**config.mk**
```make
export PLATFORM = sky130hd
export DESIGN_NAME = prio_target_sel
export DESIGN_NICKNAME = d
export VERILOG_FILES = /design/src/rtl/prio_target_sel.sv
export SDC_FILE = /design/constraint.sdc
export NUM_CORES = 1
export LEC_CHECK = 0
export ABC_AREA = 1
export BUFFER_PORTS_ARGS = -buffer_cell sky130_fd_sc_hd__buf_2
export CAP_MARGIN = 0
export CORE_AREA = 2 2 143 145
export DETAILED_ROUTE_END_ITERATION = 10
export DIE_AREA = 0 0 145 147
export GPL_TIMING_DRIVEN = 0
export PLACE_DENSITY = 0.5
export SYNTH_ARGS = -nofsm -noshare
export SYNTH_HDL_FRONTEND = slang
export SYNTH_SLANG_ARGS = --single-unit
```
**constraint.sdc**
```tcl
create_clock -name clk -period 0.8 [get_ports clk]
set_input_delay 0.08 -clock clk [delete_from_list [all_inputs] [get_ports clk]]
set_output_delay 0.08 -clock clk [all_outputs]
set_load 0.1 [all_outputs]
```
**src/rtl/prio_target_sel.sv**
```systemverilog
module prio_target_sel #(
  parameter int NSRC   = 32,
  parameter int PRIO_W = 3,
  localparam int ID_W  = $clog2(NSRC + 1)
) (
  input  logic                     clk,
  input  logic                     rst_n,
  input  logic [NSRC-1:0]          src_pend,
  input  logic [NSRC-1:0]          src_en,
  input  logic [NSRC*PRIO_W-1:0]   src_prio,
  input  logic [PRIO_W-1:0]        thresh,
  output logic                     irq,
  output logic [ID_W-1:0]          irq_id
);

  wire [NSRC-1:0] elig = src_pend & src_en;

  logic              found;
  logic [PRIO_W-1:0] best_prio;
  logic [ID_W-1:0]   best_id;

  always_comb begin
    found     = 1'b0;
    best_prio = '0;
    best_id   = '0;
    for (int i = 0; i < NSRC; i++) begin
      if (elig[i] && (!found || src_prio[i*PRIO_W +: PRIO_W] > best_prio)) begin
        found     = 1'b1;
        best_prio = src_prio[i*PRIO_W +: PRIO_W];
        best_id   = ID_W'(i + 1);
      end
    end
  end

  wire fire = found && (best_prio > thresh);

  always_ff @(posedge clk or negedge rst_n) begin
    if (!rst_n) begin
      irq    <= 1'b0;
      irq_id <= '0;
    end else begin
      irq    <= fire;
      irq_id <= best_id;
    end
  end

endmodule


```
* After elaboration in Yosys (flattened, before gate mapping)
Index checks and enable logic that the tools add are counted.
** Storage, ports and cells
- Register bits :: 7
- Input bits :: 165
- Output and inout bits :: 7
- Logic and storage cells :: 225
** Operators by class
- $lt $le $gt $ge :: 32
- Mux-type cells :: 96
- Bitwise operators :: 1
- Reductions and logical operators :: 94
** Operators with widths (number)
- $mux W6 :: 31
- $gt A3 B3 Y1 :: 32
- $mux W3 :: 32
- $mux W1 :: 33
- $and A32 B32 Y32 :: 1
- $logic_and A1 B1 Y1 :: 32
- $logic_not A1 Y1 :: 31
- $logic_or A1 B1 Y1 :: 31

* Depth between registers and ports, before layout
- Depth after elaboration :: 128
- Gate-level depth with buffers :: 304
- Gate-level depth less buffers :: 304

* Least setup slack after synthesis
Ideal clock, no wire load.
- Kind :: in2reg
- Start :: in src_pend[0]
- End :: reg irq
- Library setup time :: 0.099 ns
- Arrival :: 31.356 ns
- Required time :: 0.701 ns
- Setup slack :: -30.655 ns
- Stages :: 293
- Path buffers :: 0
- Cells stage by stage :: nand2_2 > nor2_1 > inv_1 > ha_1 > a21oi_1 > nand2_1 > nand2_1 > nand2_1 > nand2_2 > nand2_1 > and2_1 > ha_1 > nand2_1 > o21ai_1 > nand2_1 > nand2_1 > nand2_2 > nand3_1 > [... 257 more ...] > o21ai_0 > nand3_1 > or2_2 > nand2_1 > ha_1 > a21oi_1 > o21ai_0 > nand2_1 > nand2_1 > nand2_1 > inv_1 > nand2_1 > nand2_1 > ha_1 > nand2_1 > nor2_1 > a211oi_1 > a311oi_1
** Between the ends
- Longest elaborated chain between the ends :: 128
- Elaborated cells on any way between the ends :: 191
- Those cells by class :: order compare: 32; mux: 64; bitwise: 1; reduce/logical: 94
** Ends and longest elaborated chain
- start: declaration :: line 8 : input logic [NSRC-1:0] src_pend,
- $and A32 B32 Y32 * :: line 16 : wire [NSRC-1:0] elig = src_pend & src_en;
- $mux W3 / $mux W1 (equally long branches) :: line 27 : if (elig[i] && (!found || src_prio[i*PRIO_W +: PRIO_W] > best_prio)) begin
- $gt A3 B3 Y1 / $logic_not A1 Y1 (equally long branches) :: line 27
- $logic_or A1 B1 Y1 :: line 27
- $logic_and A1 B1 Y1 :: line 27
- $mux W3 / $mux W1 (equally long branches) :: line 27
- $gt A3 B3 Y1 / $logic_not A1 Y1 (equally long branches) :: line 27
- $logic_or A1 B1 Y1 :: line 27
- [... 113 more ...]
- $mux W3 / $mux W1 (equally long branches) :: line 27
- $gt A3 B3 Y1 / $logic_not A1 Y1 (equally long branches) :: line 27
- $logic_or A1 B1 Y1 :: line 27
- $logic_and A1 B1 Y1 :: line 27
- $mux W3 :: line 27
- $gt A3 B3 Y1 :: line 35 : wire fire = found && (best_prio > thresh);
- $logic_and A1 B1 Y1 * :: line 35
- net fire :: line 35
- end signal: assignment :: line 42 : irq <= fire;
- end: declaration :: line 12 : output logic irq,
Mark *: on every way through the listed nets, which the timed path passes. The rest lies on a longest branch.

* Worst setup path in the final report
- Start :: in src_en[0]
- End :: reg irq
** Between the ends
- Longest elaborated chain between the ends :: 128
- Elaborated cells on any way between the ends :: 191
- Those cells by class :: order compare: 32; mux: 64; bitwise: 1; reduce/logical: 94
** Ends and longest elaborated chain
- start: declaration :: line 9 : input logic [NSRC-1:0] src_en,
- $and A32 B32 Y32 * :: line 16
- $mux W3 / $mux W1 (equally long branches) :: line 27
- $gt A3 B3 Y1 / $logic_not A1 Y1 (equally long branches) :: line 27
- $logic_or A1 B1 Y1 :: line 27
- $logic_and A1 B1 Y1 :: line 27
- $mux W3 / $mux W1 (equally long branches) :: line 27
- $gt A3 B3 Y1 / $logic_not A1 Y1 (equally long branches) :: line 27
- $logic_or A1 B1 Y1 :: line 27
- [... 113 more ...]
- $mux W3 / $mux W1 (equally long branches) :: line 27
- $gt A3 B3 Y1 / $logic_not A1 Y1 (equally long branches) :: line 27
- $logic_or A1 B1 Y1 :: line 27
- $logic_and A1 B1 Y1 :: line 27
- $mux W3 :: line 27
- $gt A3 B3 Y1 :: line 35
- $logic_and A1 B1 Y1 * :: line 35
- net fire :: line 35
Marks and branches as above.

==> results.json <==
{
  "end_kind": "register",
  "syn_area_per_cell_um2": 5.62,
  "critPathBufInv": 46,
  "netlist_area_mm2": 0.00468,
  "slew_violations": 0,
  "worstSetupPathType": "primary input to register",
  "finalPower_uw": 41800,
  "syn-num-nets": 1071,
  "crit_top_cell": "nand2_4",
  "synth_top_family_by_area": "simple AND/OR/NAND/NOR gates",
  "cp.arrival_ps": 31150,
  "cts_buffers": 3,
  "rsz0062_at_grt": "true",
  "areaGrowthSynthToFinish_pct": 93.3,
  "regArea_um2": 183,
  "async_flop_share": 1.00,
  "overflow": 0,
  "critPathLaunchType": "primary input",
  "synth-adder-area-share": 0.195,
  "die_area_mm2": 0.0213,
  "multi_input_area_mm2": 0.00522,
  "io_pins": 172,
  "synthMuxAreaShare": 0,
  "final_area_mm2": 0.00904,
  "grt_first_pass_wirelength_um": 27500,
  "required_ps": 920,
  "gp_congestion": 0.788,
  "root_buffer": "clkbuf_16",
  "setup-violations-final": 14,
  "mostFrequentLayoutCells": "215 x buf_4, 181 x nand2_1, 162 x buf_2",
  "finalWorstSetupSlack_ps": -30230,
  "ys.flop_type": "dfrtp_1",
  "slowest_delay_ps": 300,
  "worst_path_max_delay_cell": "ha_1",
  "drive_above_1_share": 0.596,
  "cp_top_family": "simple AND/OR/NAND/NOR gates",
  "drt_iter0_drc": 121,
  "grt_pass1_vias": 6368,
  "leakagePower_uw": 0.00514,
  "fillers": 1978,
  "violations": "setup timing",
  "synth_edf_count": 0,
  "num_vias": 6578,
  "peakVddDrop_v": 0.00168,
  "final_common_cell": "buf_4",
  "maxCapViolCount": 0,
  "clock-sinks": 7,
  "worstMarginPinSlew_ps": 350,
  "crit_fanout": 7,
  "cts_tree": "built",
  "grt_start_max_net_pins": 8,
  "layout_min_cycle_time_ps": 31030,
  "post_drt_wl_per_cell_um": 11.5,
  "yosysWarnings": 0,
  "yosys.area_share.simple": 0.508,
  "power_density_mw_per_mm2": 4630,
  "clk_pin_slew_ps": 40,
  "antenna_found_initial": 5,
  "synth_largest_area_cell": "nand2_1",
  "fin_util": 0.456,
  "status": "finished, violations left",
  "max_freq_mhz": 32.2,
  "die_w_um": 145,
  "die_y_um": 147,
  "synthXorXnorAreaFrac": 0,
  "synth_compound_area_frac": 0.140,
  "initial_core_util": 0.236,
  "slew-limit-headroom": 0.766,
  "port_buffers": 171,
  "remaining_drc_errors": 0,
  "totalWireLength_um": 17300,
  "yosys.area.top_type_share": 0.196,
  "drtPass1Iterations": 4,
  "coreArea_mm2": 0.0198,
  "yosysUniqueCellTypes": 29,
  "layout.nets": 1468,
  "grt_usage": 0.149,
  "synth-seq-cells": 7,
  "ys_seq_area_frac": 0.0374,
  "synth.area.top_cells": "nand2_1 20%, ha_1 20%, inv_1 12%, o21ai_0 9.8%, nand2_2 7.6%",
  "row_count": 52,
  "finalCritPeriodShare": 38.8,
  "timing.final.hold_violations": 0,
  "ant_nets": 0,
  "viasPerCell": 4.38,
  "htreeDepth": 1,
  "hold_class": "primary input to register",
  "dpl_cell_area_mm2": 0.00622,
  "hpwl_um": 12400,
  "pre_cts_slack_ps": -31640,
  "timing.hold.ws_ps": 216,
  "netlist_instances": 833,
  "clock_path_buffers": 2
}
==> cells in the mapped netlist (5+ instances only) <==
master and number:
a21oi_1 14, and2_1 5, dfrtp_1 7, ha_1 73, inv_1 145, nand2_1 244
nand2_2 57, nand2_4 21, nand3_1 60, nand3_2 24, nand4_1 5, nor2_1 59
o21a_1 5, o21ai_0 92, o21ai_1 5
==> layer usage <==
layer  vias to the layer above  track usage  share of wire
met5                         -            0              0
met4                         0       0.0193          0.013
met3                        20       0.0273          0.050
met2                       147        0.294           0.53
met1                      2942        0.171           0.41
li1                       3469            -              -
==> metrics by stage <==
| stage | setup TNS (ps) | cells |
|---|---|---|
| floorplan | -192990 | 833 |
| global placement | -215470 | 1274 |
| detailed placement | -216890 | 1274 |
| CTS | -205990 | 1450 |
| global route | -226860 | 1500 |
| finish | -207860 | 1503 |
==> cell type report <==
class                   count  area share
clock buffers               4     0.00871
flip-flops and latches      7      0.0202
well taps                 270      0.0373
diodes                      4     0.00111
multi-input cells         678       0.577
repair buffers            392       0.293
inverters                 148      0.0628
==> path summary, 6_finish.rpt <==
kind | from | to | slack [ps] | cells past startpoint
worst max-delay path | src_en[0] | irq | -30230 | 294
worst min-delay path | thresh[0] | irq | 220 | 3
max in group asynchronous | rst_n | irq_id[3] | 330 | 2
min in group asynchronous | rst_n | irq_id[1] | 300 | 2
==> state kept, by name, summed over array words and instances (netlist names) <==
name	flops
irq	1
irq_id	6
==> where the power goes <==
part,total (uW),switching (uW),internal (uW)
clock,842,180,662
combinational,40200,19800,20400
sequential,761,170,591
==> logic make-up after synthesis <==
family                     count (synthesis)
AOI/OAI and AO/OA                        124
adders and majority gates                 73
buffers and inverters                    148
and+or+nand+nor                          481
DFF                                        7
==> timing repair <==
action | CTS | global route
buffers inserted | 171 | 50
hold buffers | 1 | 0
resized for setup | 113 | 148
pin swaps | 149 | 205
hold endpoints to repair | 7 | 0
setup endpoints to repair | 14 | 14
gates cloned | 0 | 0
(Power assumes the default switching activity.)
